**config.mk**
```make
export PLATFORM = sky130hd
export DESIGN_NAME = sec_rtc_core
export DESIGN_NICKNAME = d
export VERILOG_FILES = /design/src/rtl/sec_rtc_core.sv
export SDC_FILE = /design/constraint.sdc
export NUM_CORES = 1
export LEC_CHECK = 0
export ABC_AREA = 1
export BUFFER_PORTS_ARGS = -buffer_cell sky130_fd_sc_hd__buf_2
export CELL_PAD_IN_SITES_DETAIL_PLACEMENT = 1
export CELL_PAD_IN_SITES_GLOBAL_PLACEMENT = 1
export CORE_UTILIZATION = 49
export DETAILED_ROUTE_END_ITERATION = 7
export PLACE_DENSITY_LB_ADDON = 0.1
export SYNTH_ARGS = -nofsm -noshare
export SYNTH_HDL_FRONTEND = slang
export SYNTH_SLANG_ARGS = --single-unit
```
**constraint.sdc**
```tcl
create_clock -name clk -period 3.36 [get_ports clk]
set_clock_uncertainty 0.05 [all_clocks]
set_input_delay 0.504 -clock clk [delete_from_list [all_inputs] [get_ports clk]]
set_output_delay 0.504 -clock clk [all_outputs]
set_load 0.01 [all_outputs]
```
**src/rtl/sec_rtc_core.sv**
```systemverilog
module sec_rtc_core #(
  parameter int PRE_BITS    = 15,
  parameter int PULSE_TICKS = 4
) (
  input  logic       clk,
  input  logic       rst_n,
  input  logic       tick_en,
  input  logic       bus_rst,
  input  logic       rx_valid,
  input  logic [7:0] rx_data,
  input  logic       tx_ready,
  output logic       tx_valid,
  output logic [7:0] tx_data,
  output logic       int_n
);
  localparam logic [7:0] CMD_RD = 8'h66;
  localparam logic [7:0] CMD_WR = 8'h99;
  localparam int PW = $clog2(PULSE_TICKS + 1);

  typedef enum logic [1:0] {S_CMD, S_RD, S_WR, S_SKIP} st_t;

  logic [PRE_BITS-1:0] pre;
  logic [31:0] sec, snap;
  logic        ie, osc, wfull, gate_q, sel_bit;
  logic [2:0]  isel, idx;
  logic [PW-1:0] pcnt;
  st_t         st;

  wire rd_take = tx_valid && tx_ready;
  wire gate    = ie && sel_bit;
  wire [7:0] ctrl_rd = {ie, isel, osc, osc, 2'b00};

  assign tx_valid = (st == S_RD);
  assign int_n    = (pcnt == '0);

  always_comb begin
    case (isel)
      3'd0:    sel_bit = pre[PRE_BITS-1];
      3'd1:    sel_bit = sec[1];
      3'd2:    sel_bit = sec[4];
      3'd3:    sel_bit = sec[5];
      3'd4:    sel_bit = sec[10];
      3'd5:    sel_bit = sec[11];
      3'd6:    sel_bit = sec[15];
      default: sel_bit = sec[16];
    endcase
  end

  always_comb begin
    case (idx)
      3'd1:    tx_data = snap[7:0];
      3'd2:    tx_data = snap[15:8];
      3'd3:    tx_data = snap[23:16];
      3'd4:    tx_data = snap[31:24];
      default: tx_data = ctrl_rd;
    endcase
  end

  always_ff @(posedge clk or negedge rst_n) begin
    if (!rst_n) begin
      pre <= '0;
      sec <= '0;
    end else if (bus_rst && wfull) begin
      sec <= snap;
      pre <= '0;
    end else if (osc && tick_en) begin
      pre <= pre + 1'b1;
      if (&pre) sec <= sec + 32'd1;
    end
  end

  always_ff @(posedge clk or negedge rst_n) begin
    if (!rst_n) begin
      st    <= S_CMD;
      idx   <= '0;
      wfull <= 1'b0;
      snap  <= '0;
      ie    <= 1'b0;
      isel  <= '0;
      osc   <= 1'b0;
    end else if (bus_rst) begin
      st    <= S_CMD;
      idx   <= '0;
      wfull <= 1'b0;
    end else begin
      case (st)
        S_CMD: if (rx_valid) begin
          idx <= '0;
          if (rx_data == CMD_RD) begin
            snap <= sec;
            st   <= S_RD;
          end else if (rx_data == CMD_WR) begin
            st <= S_WR;
          end else begin
            st <= S_SKIP;
          end
        end
        S_RD: if (rd_take) idx <= (idx == 3'd4) ? 3'd0 : idx + 3'd1;
        S_WR: if (rx_valid) begin
          idx <= idx + 3'd1;
          case (idx)
            3'd0: begin
              ie   <= rx_data[7];
              isel <= rx_data[6:4];
              osc  <= rx_data[3];
            end
            3'd1: snap[7:0]   <= rx_data;
            3'd2: snap[15:8]  <= rx_data;
            3'd3: snap[23:16] <= rx_data;
            default: begin
              snap[31:24] <= rx_data;
              wfull       <= 1'b1;
              st          <= S_SKIP;
            end
          endcase
        end
        default: ;
      endcase
    end
  end

  always_ff @(posedge clk or negedge rst_n) begin
    if (!rst_n) begin
      gate_q <= 1'b0;
      pcnt   <= '0;
    end else begin
      gate_q <= gate;
      if (gate && !gate_q)               pcnt <= PW'(PULSE_TICKS);
      else if (tick_en && pcnt != '0)    pcnt <= pcnt - PW'(1);
    end
  end

  AST_SEC_STEP: assert property (@(posedge clk) disable iff (!rst_n)
    !$past(bus_rst) |-> (sec == $past(sec) || sec == $past(sec) + 32'd1));
  AST_OSC_HOLD: assert property (@(posedge clk) disable iff (!rst_n)
    (!$past(osc) && !$past(bus_rst)) |-> $stable(sec));
  AST_SNAP_FROZEN: assert property (@(posedge clk) disable iff (!rst_n)
    (st == S_RD && $past(st) == S_RD) |-> $stable(snap));
  AST_TX_AFTER_RST: assert property (@(posedge clk) disable iff (!rst_n)
    bus_rst |=> !tx_valid);
  AST_INT_GATED: assert property (@(posedge clk) disable iff (!rst_n)
    $fell(int_n) |-> $past(ie));
  AST_PULSE_END_ON_TICK: assert property (@(posedge clk) disable iff (!rst_n)
    $rose(int_n) |-> $past(tick_en));
endmodule

```
==> out/qor.yml, run 1 <==
outcome: "finished, final reports clean"
ys_warn_count: 0
cts_made_buffers: 9
core-area_sq_um: 11500
syn_area_sq_um: 5820
fin_setup_tns_ps: 0
post_cts_buffers: 0
nFillCells: 1539
slowest_delay_ps: 440
numPortBuffers: 23
ctsRootBufferMaster: "clkbuf_16"
cellPowerDensity_nw_per_um2: 553
grt_overflow: 0
clock-sinks: 94
ys.flop_type: "dfrtp_1"
path_depth: 8
postSynthAreaPerCell_sq_um: 6.89
setup_violations: 0
r2r-start: "wfull$_DFFE_PN0P_"
die_w_microns: 111
critPathBufInv: 4
synth_cells: 844
drt_wl_total_mm: 19.9
critPathSlowestCell: "dfrtp_1"
hpwl_mm: 14.7
drt-wirelength-per-cell_microns: 19.7
placed_cell_area_sq_um: 6030
async_flop_share: 1.00
netSwitchingPower_mw: 1.22
die_h_microns: 111
synth_seq_cells: 94
drv_slew: 0
initial_core_util: 0.505
htree_levels: 3
synth_cell_types: 36
hold_ws_ps: 265
min_path_type: "input pin to async pin"
power_leakage_nw: 3.03
switching_share: 0.346
layoutNonFillerInstCount: 1009
critical_path_class: "flop to output port"
p_comb_frac: 0.231
post-route-min-period_ps: 3210
clk_latency_ps: 350
worstSetupEndpointType: "output port"
crit_family: "buffers and inverters"
period_share: 0.955
synth_edf_count: 0
multi_input_area_sq_um: 3050
placed_cells: 993
startpoint: "idx[0]$_DFFE_PN0P_"
hold_violations: 0
endpoint: "tx_data[4]"
critPathMostFrequentCell: "inv_1"
place_congestion: 0.930
std_cell_rows: 39
crit_path_max_fanout: 12
cap_violations: 0
total_power_mw: 3.52
cp.required_ps: 2810
drtIter0Drc: 420
nets: 887
grt_pass1_vias: 6279
grtUsageTotal: 0.344
power_frac_seq: 0.440
internal_power_mw: 2.30
die-area_sq_um: 12300
worstPathArrival_ps: 2650
ir_worst_vdd_mv: 0.297
r2r_cells: 6
drc: 0
pwr-share-clk: 0.328
drive_gt1_frac: 0.0704
ioPinCount: 24
slew_headroom: 0.327
final_cell_mix: "nand2_1, nor2_1, dfrtp_1"
diodes: 0
synthesis.nets: 870
fmax_mhz: 312
grt_pass1_wl_mm: 32.8
ys_seq_area_frac: 0.404
timing_worst_slew_pin_value_ps: 1010
path_cells: "inv_1, ha_1, nand2_1, inv_1, nor3_2, inv_1, o21ai_0, buf_2"
drtAntennaViolNets: 0
clk_pin_slew_ps: 70
via_per_inst: 5.87
grt_max_degree: 76
r2r_end: "sec[16]$_DFFE_PN0P_"
design_area_sq_um: 6370
rsz0062_at_grt: "false"
antenna_found_initial: 0
drtPass1Iterations: 5
cp-start-kind: "flop"
layout_commonest_cell: "nand2_1"
seqCellArea_sq_um: 2350
area_growth_pct: 9.49
reg2reg_slack_ps: 900
vias: 5918
cts_tree: "done"
cts_buffer_depth: 2
[Yosys cell counts, types with 9 or more instances]
cell type / number / area share
nand2_1: 301 / 0.19
nor2_1: 99 / 0.064
dfrtp_1: 94 / 0.40
inv_1: 76 / 0.049
nand3_1: 54 / 0.046
a21oi_1: 51 / 0.044
o21ai_0: 45 / 0.039
o21ai_1: 18 / 0.015
ha_1: 12 / 0.026
xor2_1: 11 / 0.017
clkbuf_1: 10 / 0.0065
buf_2: 9 / 0.0077
[power groups by stage]
| stage | combinational, mW | clock, mW | sequential (mW) |
|---|---|---|---|
| 2_1_floorplan | 0.537 | 0 | 1.49 |
| 6_report | 0.814 | 1.16 | 1.55 |
| 4_1_cts | 0.811 | 1.16 | 1.55 |
| 5_1_grt | 0.919 | 1.20 | 1.57 |
| 3_5_place_dp | 0.797 | 0 | 1.56 |
| 3_3_place_gp | 0.732 | 0 | 1.55 |
[routing by layer]
metal | GRT usage | up-vias | share of wire
li1 | - | 2735 | -
met1 | 0.453 | 2917 | 0.43
met2 | 0.574 | 219 | 0.48
met3 | 0.0454 | 47 | 0.057
met4 | 0.142 | 0 | 0.031
met5 | 0 | - | 0
[worst min path at each step]
stage          depth (start not counted)                  from                   end
5_1_grt                                1                 rst_n   pre[10]$_DFFE_PN0P_
4_1_cts                                1                 rst_n    pre[4]$_DFFE_PN0P_
6_report                               1                 rst_n   pre[10]$_DFFE_PN0P_
2_1_floorplan                          0                 rst_n      gate_q$_DFF_PN0_
3_3_place_gp                           1      gate_q$_DFF_PN0_   pcnt[2]$_DFFE_PN0P_
3_5_place_dp                           2  snap[31]$_DFFE_PN0P_  snap[31]$_DFFE_PN0P_
[sequential cells by signal, summed over array words and instances, names as in the netlist, 2 cells and up]
| name | cells |
|---|---|
| sec | 32 |
| pcnt | 3 |
| idx | 3 |
| snap | 32 |
| pre | 15 |
| isel | 3 |
| st | 2 |
[repair_timing]
| item | in CTS | in global routing |
|---|---|---|
| gates resized for setup | 0 | 2 |
| hold buffers | 0 | 0 |
| endpoints found under the setup margin | 0 | 5 |
[cell type report]
| class | count | area share |
|---|---|---|
| clock buffer | 12 | 0.0403 |
| tap | 143 | 0.0281 |
| multi-input combinational | 648 | 0.478 |
| timing repair buffer | 29 | 0.0255 |
| inverter | 79 | 0.0466 |
| sequential | 94 | 0.369 |
| clock inverter | 4 | 0.0120 |
[cells by family after synthesis]
| logic type | after synthesis | synth area share |
|---|---|---|
| simple gates | 490 | 0.353 |
| fa+ha+maj | 12 | 0.0258 |
| buf+inv | 102 | 0.0729 |
| flops | 94 | 0.404 |
| compound gates | 130 | 0.120 |
| mux | 1 | 0.00194 |
| xor+xnor | 15 | 0.0226 |
[metrics by stage]
step	utilization	setup slack (ps)
floorplan	-	1120
global placement	0.524	661
detailed placement	0.524	528
CTS	0.553	103
global route	0.553	111
finish	0.553	152
Power figures use the tool's default switching activity.
==> inputs of run 2 (changes only) <==
--- a/config.mk
+++ b/config.mk
@@ -5,12 +5,12 @@
 export SDC_FILE = /design/constraint.sdc
 export NUM_CORES = 1
 export LEC_CHECK = 0
-export ABC_AREA = 1
 export BUFFER_PORTS_ARGS = -buffer_cell sky130_fd_sc_hd__buf_2
 export CELL_PAD_IN_SITES_DETAIL_PLACEMENT = 1
 export CELL_PAD_IN_SITES_GLOBAL_PLACEMENT = 1
-export CORE_UTILIZATION = 49
+export CORE_UTILIZATION = 48
 export DETAILED_ROUTE_END_ITERATION = 7
+export GPL_TIMING_DRIVEN = 0
 export PLACE_DENSITY_LB_ADDON = 0.1
 export SYNTH_ARGS = -nofsm -noshare
 export SYNTH_HDL_FRONTEND = slang
==> constraint.sdc (replaced) <==
create_clock -name clk -period 3.5 [get_ports clk]
set_clock_uncertainty 0.05 [all_clocks]
set_input_delay 0.525 -clock clk [delete_from_list [all_inputs] [get_ports clk]]
set_output_delay 0.525 -clock clk [all_outputs]
set_load 0.01 [all_outputs]
==> out/qor.yml, run 2 <==
outcome: "finished, final reports clean"
synth_top_area_frac: 0.440  # +0.0358
core-area_sq_um: 10800  # -5.9%
total_power_mw: 2.99  # -15%
path_cells: "inv_1, ha_1, or4_1, o21ai_0, clkbuf_1, a21oi_1, a21o_1, buf_2"
synth_edf_count: 0  # unchanged
critPathSlowestCell: "or4_1"
clock-sinks: 94  # unchanged
postSynthAreaPerCell_sq_um: 9.47  # +37%
ioPinCount: 24  # unchanged
fmax_mhz: 302
synth_cell_types: 51  # +42%
period_share: 0.945
nFillCells: 1270  # -17%
slowest_delay_ps: 480  # +40 ps
crit_path_max_fanout: 10  # -2
drv_slew: 0  # unchanged
hpwl_mm: 12.2  # -17%
nets: 624  # -30%
ys_warn_count: 0  # unchanged
ys.flop_type: "dfrtp_1"
drc: 0  # unchanged
drtIter0Drc: 257  # -39%
grt_overflow: 0  # unchanged
drive_gt1_frac: 0.156  # +0.0854
layout_commonest_cell: "dfrtp_1"
drtAntennaViolNets: 0  # unchanged
top_regs: "sec x32, snap x32, pre x15"
grt_pass1_vias: 4753  # -24%
htree_levels: 3  # unchanged
cts_made_buffers: 9  # unchanged
diodes: 0  # unchanged
area_growth_pct: 10.3
synth_largest_area_cell: "dfrtp_1"
drt_wl_total_mm: 16.5  # -17%
drt-wirelength-per-cell_microns: 22.2  # +13%
numPortBuffers: 22  # -4.3%
drt-met1-wl_mm: 7.42  # -13%
worstSetupEndpointType: "output port"
holdBufCountCts: 0  # unchanged
clk_latency_ps: 390  # +40 ps
synth_seq_cells: 94  # unchanged
vias: 4581  # -23%
post-route-min-period_ps: 3310
post_cts_buffers: 0  # unchanged
die_w_microns: 108  # -3.1%
die_h_microns: 108  # -3.1%
timing_worst_slew_pin_value_ps: 1090  # +74.9 ps
clk_pin_slew_ps: 100  # +30 ps
slew_headroom: 0.277  # -0.0499
grt_pass1_wl_mm: 26.2  # -20%
cellPowerDensity_nw_per_um2: 507  # -8.3%
ctsResizeCount: 0  # unchanged
rsz0062_at_grt: "false"
ir_worst_vdd_mv: 0.339  # +14%
cts_buffer_depth: 2  # unchanged
cap_violations: 0  # unchanged
cp-start-kind: "flop"
min_path_type: "input pin to async pin"
wl_met2_mm: 7.98  # -17%
worstPathArrival_ps: 2730  # +80 ps
critical_path_class: "flop to output port"
yosysMostFrequentCell: "dfrtp_1"
grt_max_degree: 58  # -24%
hold_violations: 0  # unchanged
place_ws_ps: 423  # -105 ps
ctsRootBufferMaster: "clkbuf_8"
syn_area_sq_um: 5340  # -8.1%
final.setup.worst_slack_ps: 194  # +42.3 ps
cp.required_ps: 2920  # +110 ps
routed.top_layer: "met4"
drtPass1Iterations: 5  # unchanged
setup_violations: 0  # unchanged
fin_setup_tns_ps: 0  # unchanged
cts_tree: "done"
synth_cells: 564  # -33%
synthesis.nets: 590  # -32%
final_cell_mix: "dfrtp_1, o21ai_0, nand2_1"
die-area_sq_um: 11600  # -6.1%
antenna_found_initial: 0  # unchanged
async_flop_share: 1.00  # unchanged
ys_seq_area_frac: 0.440  # +0.0358
via_per_inst: 6.17  # +5.1%
power_leakage_nw: 2.44  # -20%
synthTopCellsByCount: "dfrtp_1, o21ai_0, nand2_1"
yosys-top-cells-area: "dfrtp_1, mux2_2, o21ai_0"
dr_wl_met3_microns: 705  # -37%
grtUsageTotal: 0.307  # -0.0376
final_util: 0.544  # -0.00916
initial_core_util: 0.493  # -0.0121
std_cell_rows: 38  # -2.6%
place_congestion: 0.872  # -6.3%
## run 2: changes by cell type after synthesis, moves of 19 or more
| cell | before | now |
|---|---|---|
| a21oi_1 | 51 | 14 |
| nor2_1 | 99 | 37 |
| nand3_1 | 54 | 15 |
| o21ai_0 | 45 | 64 |
| mux2_2 | 1 | 40 |
| xnor2_1 | 4 | 29 |
| inv_1 | 76 | 48 |
| nand2_1 | 301 | 54 |
## run 2: stage by stage
step                      hold slack [ps]  std cells  area (sq um)
after floorplan                       179        564          5340
after global placement                403        726          5630
after detailed placement              411        727          5660
after CTS                            75.7        743          5900
after global routing                 85.5        743          5900
final                                63.5        743          5900
## run 2: logic make-up after synthesis
family,count (synthesis),share of synthesized area
buffers and inverters,72,0.0550
AOI/OAI and AO/OA,119,0.136
muxes,43,0.0946
xor gates and xnor gates,38,0.0623
DFF,94,0.440
and+or+nand+nor,186,0.184
adders and majority gates,12,0.0281
## run 2: layout make-up
type	count	area, sq um	area share
well taps	140	175	0.0297
inverters	48	180	0.0306
clock buffers	9	124	0.0210
multi-input cells	398	2700	0.458
flip-flops and latches	94	2350	0.399
clock inverters	7	113	0.0191
plain buffers	24	114	0.0193
repair buffers	23	140	0.0238
## run 2: path summary, 6_finish.rpt
| kind | start | end | slack (ps) | depth (start not counted) |
|---|---|---|---|---|
| setup / recovery | idx[1]$_DFFE_PN0P_ | tx_data[6] | 190 | 8 |
| hold / removal | rst_n | snap[17]$_DFFE_PN0P_ | 60 | 1 |
| setup reg to reg | st[0]$_DFFE_PN0P_ | snap[21]$_DFFE_PN0P_ | 390 | 8 |
| hold reg to reg | gate_q$_DFF_PN0_ | pcnt[2]$_DFFE_PN0P_ | 420 | 1 |
| max in group asynchronous | rst_n | pre[14]$_DFFE_PN0P_ | 2660 | 2 |
| min in group clk | rx_data[3] | osc$_DFFE_PN0P_ | 390 | 2 |
## run 2: layer usage
metal,up-vias,track usage
met5,-,0
met4,0,0.124
met3,29,0.0430
met2,125,0.497
met1,2367,0.412
li1,2060,-
## run 2: worst max-delay path, delay by kind of cell, from the launching register on
family,cells,cell delay (ps)
buffers and inverters,3,650
flip-flops,1,420
AO/OA/AOI/OAI,3,590
AND/OR/NAND/NOR,1,480
adder cells (fa/ha/maj),1,210
## run 2: where the power goes
group / internal (mW) / leakage [nW] / total (mW) / switching (mW)
sequential: 1.28 / 1.24 / 1.49 / 0.218
clock: 0.471 / 0.119 / 0.885 / 0.414
combinational: 0.289 / 1.09 / 0.608 / 0.319
total: 2.04 / 2.44 / 2.99 / 0.951
==> inputs of run 3 (changes only) <==
--- a/config.mk
+++ b/config.mk
@@ -12,6 +12,7 @@
 export DETAILED_ROUTE_END_ITERATION = 7
 export GPL_TIMING_DRIVEN = 0
 export PLACE_DENSITY_LB_ADDON = 0.1
+export RECOVER_POWER = 25
 export SYNTH_ARGS = -nofsm -noshare
 export SYNTH_HDL_FRONTEND = slang
 export SYNTH_SLANG_ARGS = --single-unit
==> out/qor.yml, run 3 (synthesized netlist as in run 2, its figures left out) <==
placed_cell_area_sq_um: 5660  # unchanged
cts_tree: "done"
hpwl_mm: 12.2  # unchanged
std_cell_rows: 38  # unchanged
drtIter0Drc: 257  # unchanged
clock-sinks: 94  # unchanged
grt_overflow: 0  # unchanged
die-area_sq_um: 11600  # unchanged
core-area_sq_um: 10800  # unchanged
whs_path_depth: 2
htree_levels: 3  # unchanged
ctsResizeCount: 0  # unchanged
grtUsageTotal: 0.307  # unchanged
nFillCells: 1270  # unchanged
outcome: "complete, but fails checks"
placed_cells: 727  # unchanged
crit_path_max_fanout: 10  # unchanged
die_h_microns: 108  # unchanged
grt_max_degree: 58  # unchanged
clk_latency_ps: 390  # about the same
diodes: 0  # unchanged
drv_slew: 38  # +38
top_regs: "sec x32, snap x32, pre x15"
r2r_cells: 8  # unchanged
die_w_microns: 108  # unchanged
final_cell_mix: "dfrtp_1, o21ai_0, nand2_1"
worstPathArrival_ps: 2730  # about the same
vias: 4586  # +0.11%
cts_buffer_depth: 2  # unchanged
drive_gt1_frac: 0.154  # -0.00166
initial_core_util: 0.493  # unchanged
worstSetupEndpointType: "output port"
cellPowerDensity_nw_per_um2: 507  # about the same
post-route-min-period_ps: 3300  # -3.02 ps
cap_violations: 1  # +1
timing_worst_slew_pin_value_ps: 2250  # +1160 ps
drt_wl_total_mm: 16.5  # about the same
hold_path_end: "osc$_DFFE_PN0P_"
setup_violations: 0  # unchanged
final_util: 0.544  # about the same
ctsRootBufferMaster: "clkbuf_8"
cp.required_ps: 2920  # about the same
final.setup.worst_slack_ps: 197  # +3.02 ps
path_cells: "inv_1, ha_1, or4_1, o21ai_0, clkbuf_1, a21oi_1, a21o_1, buf_2"
layout_commonest_cell: "dfrtp_1"
total_power_mw: 2.99  # about the same
slew_headroom: -0.497  # -0.774
hold_ws_ps: 394  # +330 ps
numPortBuffers: 22  # unchanged
drt-wirelength-per-cell_microns: 22.3  # about the same
startpoint: "idx[1]$_DFFE_PN0P_"
grt_pass1_wl_mm: 26.2  # unchanged
drtPass1Iterations: 5  # unchanged
slowest_delay_ps: 480  # about the same
fmax_mhz: 303  # about the same
critPathSlowestCell: "or4_1"
violations: "capacitance limit, slew limit"
drc: 0  # unchanged
r2r_end: "snap[21]$_DFFE_PN0P_"
power_leakage_nw: 2.44  # -0.15%
place_congestion: 0.872  # unchanged
via_per_inst: 6.17  # +0.11%
area_growth_pct: 10.3  # about the same
critical_path_class: "flop to output port"
drtAntennaViolNets: 0  # unchanged
ir_worst_vdd_mv: 0.339  # about the same
holdBufCountCts: 0  # unchanged
cts_made_buffers: 9  # unchanged
min_path_type: "input pin to flop"
period_share: 0.944  # about the same
clk_pin_slew_ps: 90  # about the same
grt_pass1_vias: 4753  # unchanged
r2r-start: "st[0]$_DFFE_PN0P_"
hold_violations: 0  # unchanged
hp-start: "rx_data[3]"
nets: 624  # unchanged
layoutNonFillerInstCount: 743  # unchanged
antenna_found_initial: 0  # unchanged
cp-start-kind: "flop"
reg2reg_slack_ps: 380  # about the same
post_cts_buffers: 0  # unchanged
rsz0062_at_grt: "false"
fin_setup_tns_ps: 0  # unchanged
design_area_sq_um: 5890  # about the same
place_ws_ps: 423  # unchanged
ioPinCount: 24  # unchanged
run 3: changes by cell type in the layout (fill, tap and decap cells not counted):
cell      before  now
buf_4          1    0
clkbuf_1      20   21
run 3: worst max-delay path by stage:
stage | slack (ps) | to | depth (start not counted)
after global placement | 460 | snap[21]$_DFFE_PN0P_ | 8
after detailed placement | 420 | snap[20]$_DFFE_PN0P_ | 8
after floorplan | 1080 | snap[24]$_DFFE_PN0P_ | 7
after global routing | 60 | tx_data[6] | 8
after CTS | 200 | tx_data[6] | 7
final | 200 | tx_data[6] | 8
run 3: routing by layer:
| layer | routed length, microns | share of wire | track usage | up-vias |
|---|---|---|---|---|
| li1 | - | - | - | 2061 |
| met1 | 7370 | 0.45 | 0.412 | 2363 |
| met2 | 7990 | 0.48 | 0.497 | 133 |
| met3 | 757 | 0.046 | 0.0430 | 29 |
| met4 | 432 | 0.026 | 0.124 | 0 |
| met5 | 0 | 0 | 0 | - |
run 3: area by class of cell:
type	count	area (sq um)	area share
plain buffers	24	114	0.0193
clock buffers	9	124	0.0210
clock inverters	7	113	0.0191
inverters	48	180	0.0306
multi-input cells	398	2700	0.458
flip-flops and latches	94	2350	0.399
well taps	140	175	0.0297
repair buffers	23	136	0.0231
run 3: power by group:
part / internal [mW] / leakage (nW) / switching [mW] / total, mW
clock: 0.471 / 0.119 / 0.414 / 0.885
sequential: 1.28 / 1.24 / 0.218 / 1.49
combinational: 0.288 / 1.08 / 0.320 / 0.608
total: 2.04 / 2.44 / 0.952 / 2.99
run 3: critical path: cells and delay by family (launching register included):
kind / cells / cell delay, ps
flip-flops: 1 / 420
AO/OA/AOI/OAI: 3 / 590
buffers and inverters: 3 / 650
AND/OR/NAND/NOR: 1 / 480
adder cells (fa/ha/maj): 1 / 210
